`config.mk`:
```
export PLATFORM = sky130hd
export DESIGN_NAME = twopat_seq
export DESIGN_NICKNAME = d
export VERILOG_FILES = /design/src/rtl/twopat_pkg.sv /design/src/rtl/twopat_level_ctr.sv /design/src/rtl/twopat_pair_ctr.sv /design/src/rtl/twopat_fsm.sv /design/src/rtl/twopat_decode.sv /design/src/rtl/twopat_seq.sv
export SDC_FILE = /design/constraint.sdc
export NUM_CORES = 1
export LEC_CHECK = 0
export CAP_MARGIN = 5
export CORE_ASPECT_RATIO = 1.1
export CORE_MARGIN = 5
export CORE_UTILIZATION = 25
export DETAILED_ROUTE_END_ITERATION = 6
export PLACE_DENSITY = 0.54
export REMOVE_ABC_BUFFERS = 1
export SKIP_CTS_REPAIR_TIMING = 1
export SYNTH_ARGS = -nofsm -noshare
export SYNTH_HDL_FRONTEND = slang
export SYNTH_HIERARCHICAL = 1
export SYNTH_SLANG_ARGS = --single-unit
```
`constraint.sdc`:
```
create_clock -name clk -period 3.9 [get_ports clk]
set_input_delay 0.78 -clock clk [delete_from_list [all_inputs] [get_ports clk]]
set_output_delay 0.78 -clock clk [all_outputs]
set_load 0.02 [all_outputs]
```
`src/rtl/twopat_pkg.sv`:
```
package twopat_pkg;
   typedef enum logic [2:0] {
      TP_IDLE  = 3'd0,
      TP_LOAD1 = 3'd1,
      TP_LOAD2 = 3'd2,
      TP_FIRE  = 3'd3,
      TP_FLUSH = 3'd4,
      TP_DONE  = 3'd5
   } tp_state_e;
endpackage

```
`src/rtl/twopat_level_ctr.sv`:
```
// Shift-level counter: wraps to zero after reaching the limit.
module twopat_level_ctr #(
   parameter int DW = 7
) (
   input  logic          clk,
   input  logic          rst_n,
   input  logic          clr,
   input  logic          step,
   input  logic [DW-1:0] limit,
   output logic          last
);
   logic [DW-1:0] cnt_q;

   assign last = (cnt_q == limit);

   always_ff @(posedge clk or negedge rst_n) begin
      if (!rst_n) begin
         cnt_q <= '0;
      end else if (clr) begin
         cnt_q <= '0;
      end else if (step) begin
         cnt_q <= last ? '0 : cnt_q + DW'(1);
      end
   end
endmodule

```
`src/rtl/twopat_pair_ctr.sv`:
```
// Vector-pair counter.
module twopat_pair_ctr #(
   parameter int PW = 10
) (
   input  logic          clk,
   input  logic          rst_n,
   input  logic          clr,
   input  logic          step,
   input  logic [PW-1:0] total,
   output logic          first,
   output logic          last
);
   logic [PW-1:0] cnt_q;

   assign first = (cnt_q == '0);
   assign last  = (cnt_q == total - PW'(1));

   always_ff @(posedge clk or negedge rst_n) begin
      if (!rst_n) begin
         cnt_q <= '0;
      end else if (clr) begin
         cnt_q <= '0;
      end else if (step) begin
         cnt_q <= cnt_q + PW'(1);
      end
   end
endmodule

```
`src/rtl/twopat_fsm.sv`:
```
module twopat_fsm
   import twopat_pkg::*;
(
   input  logic      clk,
   input  logic      rst_n,
   input  logic      start_ok,
   input  logic      stim_valid,
   input  logic      lvl_last,
   input  logic      pair_last,
   input  logic      multi_level,
   output tp_state_e state
);
   tp_state_e nxt;

   always_comb begin
      nxt = state;
      unique case (state)
         TP_IDLE:  if (start_ok) nxt = TP_LOAD1;
         TP_LOAD1: if (stim_valid && lvl_last) nxt = TP_LOAD2;
         TP_LOAD2: if (stim_valid && lvl_last) nxt = TP_FIRE;
         TP_FIRE: begin
            if (!pair_last)       nxt = TP_LOAD1;
            else if (multi_level) nxt = TP_FLUSH;
            else                  nxt = TP_DONE;
         end
         TP_FLUSH: if (lvl_last) nxt = TP_DONE;
         TP_DONE:  nxt = TP_IDLE;
         default:  nxt = TP_IDLE;
      endcase
   end

   always_ff @(posedge clk or negedge rst_n) begin
      if (!rst_n) state <= TP_IDLE;
      else        state <= nxt;
   end
endmodule

```
`src/rtl/twopat_decode.sv`:
```
// Control decode; stall gating happens here so every shift-side output drops together.
module twopat_decode
   import twopat_pkg::*;
(
   input  tp_state_e state,
   input  logic      stim_valid,
   input  logic      lvl_last,
   input  logic      first_pair,
   output logic      shift,
   output logic      hold,
   output logic      tmode,
   output logic      x1,
   output logic      pisel,
   output logic      ready,
   output logic      rvalid,
   output logic      busy_o,
   output logic      done_o
);
   logic loading;

   assign loading = (state == TP_LOAD1) || (state == TP_LOAD2);

   always_comb begin
      ready  = loading;
      tmode  = loading || (state == TP_FLUSH);
      shift  = (loading && stim_valid) || (state == TP_FLUSH);
      x1     = (state == TP_FIRE);
      pisel  = (state == TP_FIRE);
      hold   = (state == TP_FIRE) ||
               ((state == TP_LOAD1) && stim_valid && lvl_last);
      rvalid = ((state == TP_LOAD1) && stim_valid && !first_pair) ||
               (state == TP_FLUSH) || (state == TP_DONE);
      busy_o = (state != TP_IDLE);
      done_o = (state == TP_DONE);
   end
endmodule

```
`src/rtl/twopat_seq.sv`:
```
module twopat_seq
   import twopat_pkg::*;
#(
   parameter int SI_N         = 4,
   parameter int RESP_N       = 3,
   parameter int DEPTH_MAX    = 64,
   parameter int PAIR_MAX     = 1023,
   parameter bit ZERO_IDLE_SI = 1'b1
) (
   input  logic                              clk,
   input  logic                              rst_n,
   input  logic                              start,
   input  logic [$clog2(DEPTH_MAX+1)-1:0]    cfg_depth,
   input  logic [$clog2(PAIR_MAX+1)-1:0]     cfg_pairs,
   input  logic                              stim_valid,
   input  logic [SI_N-1:0]                   stim_data,
   output logic                              stim_ready,
   output logic [SI_N-1:0]                   scan_in,
   output logic                              scan_en,
   output logic                              hold_en,
   output logic                              test_mode,
   output logic                              x1_sel,
   output logic                              pi_sel,
   input  logic [RESP_N-1:0]                 resp_in,
   output logic                              resp_valid,
   output logic [RESP_N-1:0]                 resp_data,
   output logic                              busy,
   output logic                              done
);
   localparam int DW = $clog2(DEPTH_MAX + 1);
   localparam int PW = $clog2(PAIR_MAX + 1);

   generate
      if (SI_N < 1) begin : g_bad_si
         $error("SI_N must be at least 1");
      end
      if (RESP_N < 1) begin : g_bad_resp
         $error("RESP_N must be at least 1");
      end
      if (DEPTH_MAX < 1) begin : g_bad_depth
         $error("DEPTH_MAX must be at least 1");
      end
      if (PAIR_MAX < 1) begin : g_bad_pairs
         $error("PAIR_MAX must be at least 1");
      end
   endgenerate

   tp_state_e     state;
   logic [DW-1:0] depth_q;
   logic [PW-1:0] pairs_q;
   logic [DW-1:0] lvl_limit;
   logic          start_ok;
   logic          lvl_last;
   logic          pair_last;
   logic          first_pair;

   assign start_ok = start && (state == TP_IDLE) &&
                     (cfg_depth != '0) && (cfg_depth <= DW'(DEPTH_MAX)) &&
                     (cfg_pairs != '0);

   always_ff @(posedge clk or negedge rst_n) begin
      if (!rst_n) begin
         depth_q <= DW'(1);
         pairs_q <= PW'(1);
      end else if (start_ok) begin
         depth_q <= cfg_depth;
         pairs_q <= cfg_pairs;
      end
   end

   // Flush drains one level fewer than a load.
   assign lvl_limit = (state == TP_FLUSH) ? depth_q - DW'(2) : depth_q - DW'(1);

   twopat_level_ctr #(.DW(DW)) lvl_i (
      .clk   (clk),
      .rst_n (rst_n),
      .clr   (start_ok),
      .step  (scan_en),
      .limit (lvl_limit),
      .last  (lvl_last)
   );

   twopat_pair_ctr #(.PW(PW)) pair_i (
      .clk   (clk),
      .rst_n (rst_n),
      .clr   (start_ok),
      .step  (x1_sel),
      .total (pairs_q),
      .first (first_pair),
      .last  (pair_last)
   );

   twopat_fsm fsm_i (
      .clk         (clk),
      .rst_n       (rst_n),
      .start_ok    (start_ok),
      .stim_valid  (stim_valid),
      .lvl_last    (lvl_last),
      .pair_last   (pair_last),
      .multi_level (depth_q != DW'(1)),
      .state       (state)
   );

   twopat_decode dec_i (
      .state      (state),
      .stim_valid (stim_valid),
      .lvl_last   (lvl_last),
      .first_pair (first_pair),
      .shift      (scan_en),
      .hold       (hold_en),
      .tmode      (test_mode),
      .x1         (x1_sel),
      .pisel      (pi_sel),
      .ready      (stim_ready),
      .rvalid     (resp_valid),
      .busy_o     (busy),
      .done_o     (done)
   );

   assign resp_data = resp_valid ? resp_in : '0;

   generate
      if (ZERO_IDLE_SI) begin : g_si_gated
         assign scan_in = scan_en ? stim_data : '0;
      end else begin : g_si_open
         assign scan_in = stim_data;
      end
   endgenerate
endmodule

```
==> results of run 1 <==
## cells in the final DEF (no fill, tap or decap), types with 7 or more instances in the layout
cell             count
xor2_1              16
buf_4                9
o21ai_0             14
nand3_1              8
xnor2_1             19
clkdlybuf4s50_1     41
inv_1               17
nor2_1              17
nand2_1             16
and2_1               7
nor4_1               7
a21oi_1              7
dfrtp_1             35
ha_1                 8
## power groups by stage
stage                     logic [mW]  clock network [mW]  registers (mW)
after global routing            1.00               0.376           0.774
after floorplan                0.661                   0           0.701
after CTS                      0.896               0.361           0.749
after detailed placement       0.887                   0           0.757
final                          0.883               0.350           0.746
after global placement         0.877                   0           0.756
## cell families after synthesis
kind of cell / after synthesis / share of synthesized area (%)
flops: 37 / 36.7
xor+xnor: 35 / 12.1
compound gates: 49 / 13.3
buf+inv: 20 / 3.41
simple gates: 100 / 23.8
fa+ha+maj: 8 / 3.95
mux: 14 / 6.77
## registers in the layout, indices dropped and copies added, names as in the netlist
signal        count
lvl_i/cnt_q       7
pairs_q          10
pair_i/cnt_q     10
fsm_i/state       3
depth_q           7
## worst min-delay path by stage
stage                     startpoint    endpoint  cells after the start
after floorplan           pairs_q[0]  pairs_q[0]                      2
after global placement    pairs_q[0]  pairs_q[0]                      2
after detailed placement  pairs_q[0]  pairs_q[0]                      2
after CTS                 pairs_q[0]  pairs_q[0]                      2
after global routing      pairs_q[0]  pairs_q[0]                      2
final                     pairs_q[0]  pairs_q[0]                      2
## metrics by stage
stage | std cells | instance area (um2) | total power, mW
3_3_place_gp | 432 | 3150 | 1.63
4_1_cts | 440 | 3270 | 2.01
3_5_place_dp | 432 | 3150 | 1.64
2_1_floorplan | 260 | 2510 | 1.36
5_1_grt | 440 | 3270 | 2.15
6_report | 440 | 3270 | 1.98
## area by class of cell
type / instances / area [um2] / area share [%]
Clock buffer: 7 / 86.3 / 2.64
Clock inverter: 1 / 30.0 / 0.918
Inverter: 17 / 63.8 / 1.95
Multi-Input combinational cell: 206 / 1520 / 46.4
Sequential cell: 37 / 928 / 28.4
Tap cell: 120 / 150 / 4.59
Timing Repair Buffer: 52 / 495 / 15.1
## critical path, stage by stage
cell,delay [ns]
clkdlybuf4s50_1,0.58
nand2b_2,0.07
o21ai_0,0.34
buf_4,0.25
clkdlybuf4s50_1,0.62
## layer usage
metal | GRT usage (%) | vias up
li1 | - | 1055
met5 | 0 | -
met2 | 18.5 | 24
met1 | 12.7 | 990
met3 | 1.84 | 8
met4 | 3.63 | 0
## cells in the mapped netlist, drive strengths merged, types with 3 or more instances
| cell type | number |
|---|---|
| nand2 | 16 |
| nor2 | 20 |
| nor3 | 6 |
| dfrtp | 35 |
| o211ai | 3 |
| xnor2 | 19 |
| o2bb2ai | 4 |
| a211oi | 3 |
| or3 | 4 |
| nand3b | 6 |
| inv | 17 |
| o2111ai | 4 |
| mux2 | 10 |
| xor2 | 16 |
| mux2i | 4 |
| a21oi | 7 |
| nand3 | 8 |
| nor3b | 4 |
| and2 | 7 |
| ha | 8 |
| nand2b | 5 |
| and3 | 4 |
| o22ai | 3 |
| nand4 | 3 |
| o21ai | 14 |
| nor4 | 8 |
==> results.yml, run 1 <==
route:
  top_layer: "met4"
  routed_wirelength_um: 6160
  avgRoutedWirePerCell_um: 14.0
  routed_via_density: 4.72
  wl_met3_um: 168
  drt_iter0_markers: 30
  wl_met2_um: 3140
  m1WireLength_um: 2760
  num_vias: 2077
  route.detailed.drc: 0
  ant_nets: 0
  first_pass_iters: 4
synthesis:
  synth_cells: 263
  synth_area_mm2: 0.00253
  synthTopCellsByArea: "dfrtp_1 35%, xnor2_1 6.6%, xor2_1 5.5%"
  synth_edf_count: 0
  synth_ff_type: "dfrtp_1"
  synth_top_cell_by_area: "dfrtp_1"
  synth-seq-cells: 37
  synth.distinct_cells: 56
  synth_top_area_share_pct: 34.6
  seq_area_frac_synth_pct: 36.7
  syn_avg_cell_area_um2: 9.63
  synthArstFlopShare_pct: 100
  yosysWarnings: 6
layout:
  final.fill_count: 1027
  fin_util_pct: 33.1
  area_growth_pct: 29.2
  insertedDiodeCount: 0
  drive_above_1_share_pct: 11.6
  layout.nets: 355
die:
  initial_utilization_pct: 25.6
  die_h_um: 116
  dieArea_mm2: 0.0122
  core_area_mm2: 0.00989
  placementRows: 38
  die_width_um: 106
  ios: 44
worst_setup_path:
  cp_max_fo: 9
  critical_path_class: "in -> out"
  end_kind: "output port"
  r2r_end: "lvl_i/cnt_q[3]"
  critPathLaunchType: "input pin"
  ff2ff_path_depth: 8
  reg2reg_from: "fsm_i/state[1]"
  regToRegSetupSlack_ns: 1.13
  crit_end: "scan_en"
  cp_data_arrival_time_ns: 2.63
  crit_start: "stim_valid"
  required_ns: 3.12
timing:
  finClkSkew_ns: 0.00945
  fmax_mhz: 294
  layout_setup_ws_ns: 0.494
  setup_violations: 0
  max_slew.worst_pin.slew_ns: 0.867
  final-hold-violation-count: 0
  whs_ns: 0.502
  tns_ns: 0
  final_max_slew_viol_count: 0
  finalCriticalPeriod_ns: 3.41
  period_share_pct: 87.3
  slew_headroom_pct: 42.2
  rsz0062_at_grt: "false"
pwr:
  p_int_mw: 1.20
  seqPwrFrac_pct: 37.7
  p_sw_uw: 776
  p_leak_nw: 1.31
  swShare_pct: 39.2
  vdd_drop_max_uv: 252
  pwr-share-clk_pct: 17.7
  power_density_mw_per_mm2: 605
  comb_power_share_pct: 44.6
clocking:
  cts_made_buffers: 5
  path_clk_slew_ns: 0.08
  cts_tree: "yes"
  cts_num_sinks: 37
  clk_latency_ns: 0.29
  h-tree-depth: 2
  cts-root-buf: "clkbuf_8"
  cts.path.max_buffers: 2
global_route:
  grt.total_usage_pct: 10.4
  grt_max_degree: 38
  grt_pass1_vias: 2121
  antenna_found_initial: 0
  grt_pass1_wl_um: 10200
  overflow: 0
flow_run:
  drv_cap: 0
status:
  outcome: "finished clean"
placement:
  port_buffers: 43
  place_worst_setup_slack_ns: 0.383
  globalplace.congestion: 0.807
  dpl.hpwl_um: 4730
worst_hold_path:
  worstHoldPathType: "reg -> reg"
No activity file was read; power rests on OpenSTA's default activity.
==> inputs of run 2 (changes only) <==
==> constraint.sdc (replaced) <==
create_clock -name clk -period 4.1 [get_ports clk]
set_input_delay 0.82 -clock clk [delete_from_list [all_inputs] [get_ports clk]]
set_output_delay 0.82 -clock clk [all_outputs]
set_load 0.02 [all_outputs]
==> results.yml, run 2 (synthesis results as in run 1) <==
timing:
  fmax_mhz: 288
  finClkSkew_ns: 0.0102
  whs_ns: 0.503
  max_slew.worst_pin.slew_ns: 0.875
  rsz0062_at_grt: "false"
  period_share_pct: 84.6
  final_max_slew_viol_count: 0
  setup_violations: 0
  slew_headroom_pct: 41.7
  finalCriticalPeriod_ns: 3.47
  layout_setup_ws_ns: 0.630
  tns_ns: 0
  final-hold-violation-count: 0
pwr:
  power_density_mw_per_mm2: 559
  p_sw_uw: 747
  comb_power_share_pct: 46.8
  swShare_pct: 41.2
  power_mw: 1.81
  pwr-share-clk_pct: 13.9
  p_leak_nw: 1.29
  p_int_mw: 1.07
  seqPwrFrac_pct: 39.3
  vdd_drop_max_uv: 287
route:
  first_pass_iters: 4
  routed_via_density: 4.74
  drt_iter0_markers: 48
  wl_met3_um: 130
  ant_nets: 0
  route.detailed.drc: 0
  top_layer: "met4"
  routed_wirelength_um: 6130
  wl_met2_um: 3110
  num_vias: 2087
  m1WireLength_um: 2830
  avgRoutedWirePerCell_um: 13.9
placement:
  dpl.hpwl_um: 4720
  globalplace.congestion: 0.771
  dp.cells: 432
  dpl_cell_area_mm2: 0.00315
  port_buffers: 43
  place_worst_setup_slack_ns: 0.485
worst_setup_path:
  reg2reg_from: "fsm_i/state[1]"
  critical_path_class: "in -> out"
  regToRegSetupSlack_ns: 1.27
  r2r_end: "pair_i/cnt_q[7]"
  ff2ff_path_depth: 7
  cp_max_fo: 9
  end_kind: "output port"
  critPathLaunchType: "input pin"
  required_ns: 3.28
  cp_data_arrival_time_ns: 2.65
global_route:
  antenna_found_initial: 0
  grt_pass1_wl_um: 10500
  grt_pass1_vias: 2173
  overflow: 0
  grt.total_usage_pct: 10.5
  grt_max_degree: 38
die:
  initial_utilization_pct: 25.6
  die_width_um: 106
  placementRows: 38
  core_area_mm2: 0.00989
  die_h_um: 116
  ios: 44
  dieArea_mm2: 0.0122
layout:
  area_growth_pct: 28.1
  drive_above_1_share_pct: 11.9
  fin_util_pct: 32.8
  insertedDiodeCount: 0
  instances_no_fill: 440
  fin_area_mm2: 0.00324
  mostFrequentLayoutCells: "41 x clkdlybuf4s50_1, 35 x dfrtp_1, 19 x xnor2_1, 17 x inv_1, 17 x nor2_1"
  largest_registers: "pair_i/cnt_q (10), pairs_q (10)"
  layout_commonest_cell: "clkdlybuf4s50_1"
  layout.nets: 355
clocking:
  path_clk_slew_ns: 0.08
  cts_tree: "yes"
  h-tree-depth: 2
  cts-root-buf: "clkbuf_8"
  cts_made_buffers: 5
  clk_latency_ns: 0.29
  cts_num_sinks: 37
  cts.path.max_buffers: 2
worst_hold_path:
  worstHoldPathType: "reg -> reg"
  holdPathEnd: "pairs_q[0]"
  min_path_cells: 2
  hp-start: "pairs_q[0]"
flow_run:
  drv_cap: 0
status:
  outcome: "finished clean"
run 2: changes by cell type in the layout (fill, tap and decap cells not counted):
cell	before	now
nor4_2	1	2
nor4_1	7	6
clkbuf_8	6	5
clkinv_2	0	2
bufinv_16	1	0
o21ai_1	0	1
o21ai_0	14	13
run 2: worst max-delay path: stages:
cell	delay, ns
clkdlybuf4s50_1	0.57
nand2b_2	0.07
o21ai_0	0.33
buf_4	0.25
clkdlybuf4s50_1	0.61
run 2: worst max path at each step:
stage / from / endpoint / slack, ns / cells past startpoint
global placement: depth_q[1] / hold_en / 0.49 / 12
floorplan: fsm_i/state[1] / hold_en / 0.58 / 9
global route: depth_q[2] / hold_en / 0.33 / 12
CTS: depth_q[1] / hold_en / 0.14 / 12
finish: stim_valid / scan_en / 0.63 / 5
detailed placement: depth_q[1] / hold_en / 0.48 / 12
run 2: cell type report:
type	instances	area (um2)
inverters	17	63.8
flip-flops and latches	37	928
clock inverters	2	10.0
fillers	1035	6650
well taps	120	150
multi-input cells	206	1520
clock buffers	6	72.6
repair buffers	52	495
run 2: power groups by stage:
| stage | clock network, mW | logic [mW] | registers [mW] |
|---|---|---|---|
| final | 0.252 | 0.848 | 0.713 |
| after global routing | 0.283 | 0.963 | 0.744 |
| after CTS | 0.263 | 0.860 | 0.714 |
| after detailed placement | 0 | 0.851 | 0.721 |
| after global placement | 0 | 0.837 | 0.720 |
| after floorplan | 0 | 0.628 | 0.667 |
run 2: routing by layer:
metal,vias to the layer above,global-route usage [%]
li1,1057,-
met1,1003,13.1
met2,21,18.5
met3,6,2.23
met4,0,3.11
met5,-,0
